<file path="config.mk">
export PLATFORM = sky130hd
export DESIGN_NAME = ftick_timer
export DESIGN_NICKNAME = d
export VERILOG_FILES = /design/src/rtl/ftick_pkg.sv /design/src/rtl/ftick_prescaler.sv /design/src/rtl/ftick_phase_acc.sv /design/src/rtl/ftick_timer.sv
export SDC_FILE = /design/constraint.sdc
export NUM_CORES = 1
export LEC_CHECK = 0
export ABC_AREA = 0
export BUFFER_PORTS_ARGS = -buffer_cell sky130_fd_sc_hd__buf_4
export CORE_MARGIN = 10
export CORE_UTILIZATION = 52
export CTS_CLUSTER_DIAMETER = 80
export DETAILED_ROUTE_END_ITERATION = 8
export GPL_TIMING_DRIVEN = 0
export PLACE_DENSITY_LB_ADDON = 0.05
export SETUP_SLACK_MARGIN = 0.3
export SYNTH_ARGS = -nofsm -noshare
export SYNTH_HDL_FRONTEND = slang
export SYNTH_SLANG_ARGS = --single-unit
export TNS_END_PERCENT = 30
</file>
<file path="constraint.sdc">
create_clock -name clk -period 4.02 [get_ports clk]
set_clock_uncertainty 0.05 [all_clocks]
set_input_delay 0.402 -clock clk [delete_from_list [all_inputs] [get_ports clk]]
set_output_delay 0.402 -clock clk [all_outputs]
set_load 0.02 [all_outputs]
</file>
<file path="src/rtl/ftick_pkg.sv">
package ftick_pkg;

    localparam int unsigned DATA_W = 32;
    localparam int unsigned ADDR_W = 4;
    localparam int unsigned DIV_W  = 3;
    localparam int unsigned PRE_W  = 1 << DIV_W;
    localparam int unsigned FLAG_N = 3;

    localparam int unsigned FL_MAT = 0;
    localparam int unsigned FL_OVF = 1;
    localparam int unsigned FL_CAP = 2;

    typedef enum logic [ADDR_W-1:0] {
        RA_CTRL  = 4'd0,
        RA_COUNT = 4'd1,
        RA_LOAD  = 4'd2,
        RA_TRIG  = 4'd3,
        RA_MATCH = 4'd4,
        RA_STAT  = 4'd5,
        RA_IEN   = 4'd6,
        RA_CAPT  = 4'd7,
        RA_PINC  = 4'd8,
        RA_NINC  = 4'd9
    } reg_addr_e;

    typedef struct packed {
        logic             corr_en;
        logic             match_en;
        logic [DIV_W-1:0] div_sel;
        logic             pre_en;
        logic             reload_en;
        logic             run;
    } ctrl_t;

    localparam int unsigned CTRL_W = $bits(ctrl_t);

    // last phase value of a prescale group of 2^(sel+1) strobes
    function automatic logic [PRE_W-1:0] div_last(input logic [DIV_W-1:0] sel);
        logic [PRE_W:0] span;
        span = (PRE_W+1)'(2) << sel;
        return PRE_W'(span - 1'b1);
    endfunction

endpackage

</file>
<file path="src/rtl/ftick_prescaler.sv">
module ftick_prescaler
    import ftick_pkg::*;
(
    input  logic             clk,
    input  logic             rst,
    input  logic             step_en,
    input  logic             pre_en,
    input  logic [DIV_W-1:0] div_sel,
    input  logic             clear,
    output logic             tick
);

    logic [PRE_W-1:0] phase;
    logic             wrap;

    assign wrap = (phase >= div_last(div_sel));
    assign tick = step_en && (!pre_en || wrap);

    always_ff @(posedge clk) begin
        if (rst || clear) begin
            phase <= '0;
        end else if (step_en && pre_en) begin
            phase <= wrap ? '0 : phase + 1'b1;
        end
    end

endmodule

</file>
<file path="src/rtl/ftick_phase_acc.sv">
module ftick_phase_acc #(
    parameter int unsigned ACC_W = 24
) (
    input  logic                    clk,
    input  logic                    rst,
    input  logic                    hold_zero,
    input  logic                    step,
    input  logic signed [ACC_W-1:0] pos_inc,
    input  logic signed [ACC_W-1:0] neg_inc,
    output logic                    stretch
);

    logic signed [ACC_W-1:0] acc;

    // a negative phase means the next period is one tick longer
    assign stretch = acc[ACC_W-1];

    always_ff @(posedge clk) begin
        if (rst || hold_zero) begin
            acc <= '0;
        end else if (step) begin
            acc <= stretch ? acc + pos_inc : acc + neg_inc;
        end
    end

endmodule

</file>
<file path="src/rtl/ftick_timer.sv">
module ftick_timer
    import ftick_pkg::*;
#(
    parameter int unsigned ACC_W = 24
) (
    input  logic              clk,
    input  logic              rst,
    input  logic              clk_en,
    input  logic              cap_pulse,
    input  logic              we,
    input  logic [ADDR_W-1:0] addr,
    input  logic [DATA_W-1:0] wdata,
    output logic [DATA_W-1:0] rdata,
    output logic              irq
);

    ctrl_t                   ctrl;
    logic [DATA_W-1:0]       count, load, match_val, capt;
    logic [FLAG_N-1:0]       flags, ien, evt, clr;
    logic signed [ACC_W-1:0] pinc, ninc;

    logic wr_ctrl, wr_count, wr_load, wr_trig, wr_match, wr_stat, wr_ien, wr_pinc, wr_ninc;
    logic bus_override, tick, at_top, stretch, stretch_cut;
    logic ovf_evt, mat_evt, acc_step;
    logic [DATA_W-1:0] reload_val, tick_val;

    always_comb begin
        wr_ctrl  = we && (addr == RA_CTRL);
        wr_count = we && (addr == RA_COUNT);
        wr_load  = we && (addr == RA_LOAD);
        wr_trig  = we && (addr == RA_TRIG);
        wr_match = we && (addr == RA_MATCH);
        wr_stat  = we && (addr == RA_STAT);
        wr_ien   = we && (addr == RA_IEN);
        wr_pinc  = we && (addr == RA_PINC);
        wr_ninc  = we && (addr == RA_NINC);
    end

    assign bus_override = wr_count || wr_trig;

    ftick_prescaler i_pre (
        .clk     (clk),
        .rst     (rst),
        .step_en (ctrl.run && clk_en),
        .pre_en  (ctrl.pre_en),
        .div_sel (ctrl.div_sel),
        .clear   (bus_override),
        .tick    (tick)
    );

    ftick_phase_acc #(.ACC_W(ACC_W)) i_acc (
        .clk       (clk),
        .rst       (rst),
        .hold_zero (!ctrl.corr_en),
        .step      (acc_step),
        .pos_inc   (pinc),
        .neg_inc   (ninc),
        .stretch   (stretch)
    );

    always_comb begin
        at_top      = (count == '1);
        stretch_cut = ctrl.corr_en && stretch;
        reload_val  = load - DATA_W'(stretch_cut);
        if (at_top) begin
            tick_val = ctrl.reload_en ? reload_val : '0;
        end else begin
            tick_val = count + 1'b1;
        end
        ovf_evt  = tick && at_top && !bus_override;
        mat_evt  = tick && !bus_override && ctrl.match_en && (tick_val == match_val);
        acc_step = ovf_evt && ctrl.reload_en && ctrl.corr_en;
        evt          = '0;
        evt[FL_MAT]  = mat_evt;
        evt[FL_OVF]  = ovf_evt;
        evt[FL_CAP]  = cap_pulse;
        clr = wr_stat ? wdata[FLAG_N-1:0] : '0;
    end

    always_ff @(posedge clk) begin
        if (rst) begin
            count <= '0;
        end else if (wr_count) begin
            count <= wdata;
        end else if (wr_trig) begin
            count <= load;
        end else if (tick) begin
            count <= tick_val;
        end
    end

    always_ff @(posedge clk) begin
        if (rst) begin
            ctrl <= '0;
        end else if (wr_ctrl) begin
            ctrl <= ctrl_t'(wdata[CTRL_W-1:0]);
        end else if (ovf_evt && !ctrl.reload_en) begin
            ctrl.run <= 1'b0;
        end
    end

    always_ff @(posedge clk) begin
        if (rst) begin
            load      <= '0;
            match_val <= '0;
            capt      <= '0;
            flags     <= '0;
            ien       <= '0;
            pinc      <= '0;
            ninc      <= '0;
        end else begin
            if (wr_load)   load      <= wdata;
            if (wr_match)  match_val <= wdata;
            if (wr_ien)    ien       <= wdata[FLAG_N-1:0];
            if (wr_pinc)   pinc      <= wdata[ACC_W-1:0];
            if (wr_ninc)   ninc      <= wdata[ACC_W-1:0];
            if (cap_pulse) capt      <= count;
            flags <= (flags & ~clr) | evt;
        end
    end

    assign irq = |(flags & ien);

    always_comb begin
        case (addr)
            RA_CTRL:  rdata = DATA_W'(ctrl);
            RA_COUNT: rdata = count;
            RA_LOAD:  rdata = load;
            RA_MATCH: rdata = match_val;
            RA_STAT:  rdata = DATA_W'(flags);
            RA_IEN:   rdata = DATA_W'(ien);
            RA_CAPT:  rdata = capt;
            RA_PINC:  rdata = DATA_W'(pinc);
            RA_NINC:  rdata = DATA_W'(ninc);
            default:  rdata = '0;
        endcase
    end

endmodule

</file>
Yosys cells after proc, flatten, opt, wreduce, memory -nomap -nowiden
Cells that the tools add are included.

storage, ports and cells
  register bits after elaboration = 222
  logic and storage cells = 83
  input port bits = 41
  output and inout bits = 33

cells by class
  equal/unequal tests = 11
  bitwise gates (word level) = 4
  multiplexer cells = 11
  $add $sub $neg = 6
  reductions and logical operators = 33
  shift-type cells = 1
  magnitude comparators = 1

operators with widths
  operator                                              count
  one-hot mux 32 bit (9 select lines)                   1
  two-way mux 32 bit                                    5
  adder 24 bit                                          2
  adder 32 x 1 -> 32 bit (second input constant)        1
  equality test 32 bit                                  1
  equality test 32 bit (second input constant)          1
  subtractor 32 x 1 -> 32 bit                           1
  two-way mux 24 bit                                    1
  logical AND 1 bit                                     21
  equality test 4 x 3 -> 1 bit (second input constant)  4
  adder 8 x 1 -> 8 bit (second input constant)          1
  equality test 4 x 2 -> 1 bit (second input constant)  2
  equality test 4 bit (second input constant)           2
  >= comparator 8 bit                                   1
  two-way mux 8 bit                                     1
  left shift 2 x 3 -> 8 bit (first input constant)      1
  subtractor 8 x 1 -> 8 bit (second input constant)     1
  AND 3 bit                                             2
  equality test 4 x 1 -> 1 bit (second input constant)  1
  zero test 1 bit                                       4
  zero test 4 bit                                       1
  logical OR 1 bit                                      4
  two-way mux 3 bit                                     1
  NOT 3 bit                                             1
  5 further kinds                                       6

Depth between registers and ports, before layout
  word-level depth = 10
  depth in mapped cells = 19
  depth with buffers taken out = 15

Cells and area by module
Synthesis repeated with hierarchy kept, for this count alone.

unflattened totals
  cell total of the unflattened synthesis = 1821
  area, all modules = 13812.0 sq um

modules (own cells, without submodules)
  module           area an instance (sq um)  cells each  times used
  ftick_timer      10598.9                   1423        1
  ftick_phase_acc  2578.7                    317         1
  ftick_prescaler  634.4                     81          1

Worst setup path before layout
No wires, ideal clock.

  path kind = reg2reg
  start point = reg i_acc.acc[23]
  end point = reg flags[0]
  cell stages (with the launch flop) = 17
  arrival time = 3.521 ns
  slack = 0.365 ns
  data required time = 3.886 ns
  library setup time = 0.084 ns
  cell sequence = dfxtp_1 -> clkbuf_1 -> clkbuf_1 -> and2_1 -> ha_1 -> ha_1 -> nand2b_1 -> or4_4 -> buf_6 -> nor2_1 -> xor2_1 -> a21oi_1 -> xnor2_1 -> a2111o_1 -> a2111oi_2 -> nand4_1 -> o31ai_2

on the way
  cells in the longest elaborated chain, start to end = 7

RTL lines
  what                         RTL line               source
  start, declared              ftick_phase_acc.sv:13  logic signed [ACC_W-1:0] acc;
  start signal, assigned       ftick_phase_acc.sv:22  acc <= stretch ? acc + pos_inc : acc + neg_inc;
  logical AND 1 bit            ftick_timer.sv:63      stretch_cut = ctrl.corr_en && stretch;
  subtractor 32 x 1 -> 32 bit  ftick_timer.sv:64      reload_val = load - DATA_W'(stretch_cut);
  two-way mux 32 bit           ftick_timer.sv:66      tick_val = ctrl.reload_en ? reload_val : '0;
  two-way mux 32 bit           ftick_timer.sv:65      if (at_top) begin
  equality test 32 bit         ftick_timer.sv:71      mat_evt = tick && !bus_override && ctrl.match_en && (tick_val == match_val);
  logical AND 1 bit            ftick_timer.sv:71
  OR 3 bit                     ftick_timer.sv:118     flags <= (flags & ~clr) | evt;
  end signal, assigned         ftick_timer.sv:118
  end, declared                ftick_timer.sv:19      logic [FLAG_N-1:0] flags, ien, evt, clr;

Every way passes these cells.
A chain may end at the register's enable or synchronous reset.

Final worst setup path
  start point = reg count[13]
  end point = reg flags[0]

on the way
  cells in the longest elaborated chain, start to end = 5
  elaborated cells on any way between the ends = 6
  classes of those cells = 1 x add/sub; 2 x eq/ne; 1 x mux; 1 x bitwise; 1 x reduce/logical

RTL lines
  what                                                            RTL line                              source
  start, declared                                                 ftick_timer.sv:18                     logic [DATA_W-1:0] count, load, match_val, capt;
  start signal, assigned                                          ftick_timer.sv:84                     count <= wdata;
  start signal, assigned                                          ftick_timer.sv:86                     count <= load;
  start signal, assigned                                          ftick_timer.sv:88                     count <= tick_val;
  adder 32 x 1 -> 32 bit or equality test 32 bit (tied branches)  ftick_timer.sv:68, ftick_timer.sv:62
  two-way mux 32 bit (*)                                          ftick_timer.sv:65
  equality test 32 bit (*)                                        ftick_timer.sv:71
  logical AND 1 bit (*)                                           ftick_timer.sv:71
  OR 3 bit (*)                                                    ftick_timer.sv:118

Mark *: on every way between the ends. The rest lies on a longest branch, timed or not.

==> impl_metrics.toml <==
[final_layout]
final_core_util_pct = 61.45
antennaDiodeCount = 0
fin_cells = 2202
drive_gt1_share_pct = 12.77
layout.nets = 1931
syn2layout_area_growth_pct = 16.50
nFillCells = 2354

[synth]
async_flop_share_pct = 0
synth_top_area_share_pct = 33.56
synth_area_mm2 = 0.01324
synth_cell_types = 75
yosys.area.top_type = "dfxtp_1"
synth-seq-cells = 222
syn-num-nets = 1818
yosysWarnings = 0
yosysSeqAreaShare_pct = 33.56
synth_enable_flop_cells = 0
ys.flop_type = "dfxtp_1"
synth.avg_cell_area_um2 = 7.607
syn_inst = 1741
synth.area.top_cells = "dfxtp_1 (34%), nand2_1 (10%), a21oi_1 (7.6%)"

[placement]
dp_hpwl_um = 39940
place_inst = 2140
place_congestion = 1.045
dp_slack_ns = -1.268
port_buffers = 68

[global_routing]
grt_pass1_vias = 13157
grt_pass1_wl_um = 80120
grt_antenna_before_repair = 0
grt_use_total_pct = 30.87
grt_max_degree = 15
overflow = 0

[clock_tree]
max-clock-path-buffers = 3
cts_buffers = 26
holdBufCountCts = 0
cts_tree = "yes"
cts_root_buf = "clkbuf_16"
clkTransAtPathRegs_ns = 0.06
h-tree-depth = 1
clk_latency_ns = 0.56
cts_num_sinks = 222

[floorplan]
die_y_um = 179.6
floorplan.initialDensity_pct = 52.75
die_area_mm2 = 0.03225
pin_count = 74
die_w_um = 179.6
placementRows = 58
fp.coreArea_mm2 = 0.02511

[drt]
dr.pass1.iters = 7
ant_nets = 0
wirelength_um = 52940
wl_per_cell_um = 24.04
via_per_inst = 6.401
first_iter_violations = 2106
via_count = 14096
drc = 0

[run]
max_cap_violations = 0

[sta]
finalMaxSlewViolations = 0
slew_headroom_pct = 4.888
period_share_pct = 91.18
rsz0062_at_grt = "no"
setup_viol = 0
setup_slack_ns = 0.3546
tightest_slew_ns = 1.427
min_period_ns = 3.665
fmax_mhz = 272.8
final-hold-violation-count = 0

[worst_setup_path]
arrival_ns = 4.07
worstSetupPathType = "reg -> reg"
r2r-start = "count[13]"
crit_path_start_kind = "flip-flop"
cp.required_ns = 4.42
cp-startpoint = "count[13]"
cp-end-kind = "flip-flop"
cp_max_fo = 10

[run_status]
status = "completed"

[power]
ir_drop_mv = 0.2834
leakagePower_nw = 5.954
finalPower_w = 0.005033
power.density_mw_per_mm2 = 326.2

[hold_path]
hold_start = "wdata[29]"
min_path_type = "in -> reg"
==> final timing paths <==
check,end,slack [ns],cells past startpoint
hold / removal,match_val[29],0.07,3
hold reg to reg,i_acc.acc[0],0.41,2
setup / recovery,flags[0],0.35,12
setup reg to reg,flags[0],0.35,12
==> layout by cell type, fill, tap and decap left out, types with 25 or more instances in the layout <==
| cell | netlist | layout |
|---|---|---|
| nor3_1 | 55 | 52 |
| nand2_1 | 363 | 362 |
| xor2_1 | 52 | 51 |
| mux2i_1 | 44 | 42 |
| clkbuf_16 | 0 | 27 |
| nand4_1 | 25 | 25 |
| nor2_1 | 128 | 124 |
| buf_4 | 0 | 89 |
| a21oi_1 | 200 | 198 |
| clkbuf_1 | 127 | 111 |
| xnor2_1 | 53 | 53 |
| nand3_1 | 48 | 47 |
| ha_1 | 35 | 32 |
| a222oi_1 | 62 | 62 |
| dfxtp_1 | 222 | 219 |
==> flip-flops by register name, indices dropped and copies added, names as in the netlist <==
signal	cells
capt	32
count	32
ctrl	8
flags	3
i_acc.acc	24
i_pre.phase	8
ien	3
load	32
match_val	32
ninc	24
pinc	24
==> worst max-delay path, cell delays in order, from the launching register on <==
cell,delay [ns]
dfxtp_1,0.31
buf_2,0.21
nand3_2,0.16
or4_4,0.60
nor3_2,0.22
buf_2,0.30
nand2_1,0.29
nand2_1,0.16
o21ai_0,0.11
xor2_1,0.18
nor4_1,0.49
nand4_1,0.24
o31ai_2,0.26
==> per-layer routing <==
metal  global-route usage (%)  vias to the layer above  part of all wire [%]
li1                         -                     6471                     -
met1                    41.04                     6709                    41
met2                    49.87                      800                    46
met3                    4.659                      116                    10
met4                    10.72                        0                   3.2
met5                        0                        -                     0
==> cells in the mapped netlist (4+ instances only) <==
cell type and count:
a211oi_1 14, a21o_1 13, a21oi_1 200, a221oi_1 16, a222oi_1 62, a22oi_1 8, a31oi_1 8, and2_1 14
and3_1 12, and4_1 9, buf_2 16, clkbuf_1 127, dfxtp_1 222, ha_1 35, inv_1 19, mux2_2 23
mux2i_1 44, nand2_1 363, nand2b_1 12, nand3_1 48, nand4_1 25, nor2_1 128, nor2b_1 8, nor3_1 55
nor4_1 14, nor4b_1 4, o211ai_1 18, o21a_1 6, o21ai_0 25, o22ai_1 6, or3_1 15, or4_1 6
xnor2_1 53, xor2_1 52
==> logic make-up (layout without fill, tap and decap cells) <==
logic type	after synthesis	in the layout	share of synthesized area [%]
compound gates	413	413	20.81
xor+xnor	105	105	6.944
fa+ha+maj	36	36	3.458
buf+inv	166	297	4.979
flops	222	222	33.56
mux	67	67	5.281
simple gates	732	732	24.97
==> final cells by class <==
type                    count  area (um2)  area share, %
plain buffers             147       685.7          4.444
clock buffers              37       752.0          4.873
clock inverters             9       98.84         0.6406
inverters                  19       71.32         0.4622
multi-input cells        1353        8323          53.94
flip-flops and latches    222        4448          28.83
well taps                 330       412.9          2.676
repair buffers             85       638.1          4.136
==> report_power, final <==
group,internal (W),switching [W],leakage (nW)
registers,0.00223,0.0000394,1.79
logic,0.000134,0.000286,3.74
clock network,0.00137,0.000974,0.423
total,0.00373,0.00130,5.95
==> through the flow <==
| step | instance area, um2 | setup TNS (ns) | hold slack (ns) |
|---|---|---|---|
| 2_1_floorplan | 13240 | 0 | 0.3862 |
| 3_3_place_gp | 14170 | -26.61 | 0.3953 |
| 3_5_place_dp | 14180 | -29.99 | 0.4009 |
| 4_1_cts | 15200 | 0 | 0.06329 |
| 5_1_grt | 15430 | 0 | 0.07713 |
| 6_report | 15430 | 0 | 0.07149 |
==> what timing repair did <==
item                                   in CTS  in global routing
gates resized for setup                    39                 64
pin swaps                                   7                 11
setup endpoints to repair                  59                 59
setup buffers                               6                 10
endpoints found under the hold margin       0                  0
No activity file was read; power rests on OpenSTA's default activity.
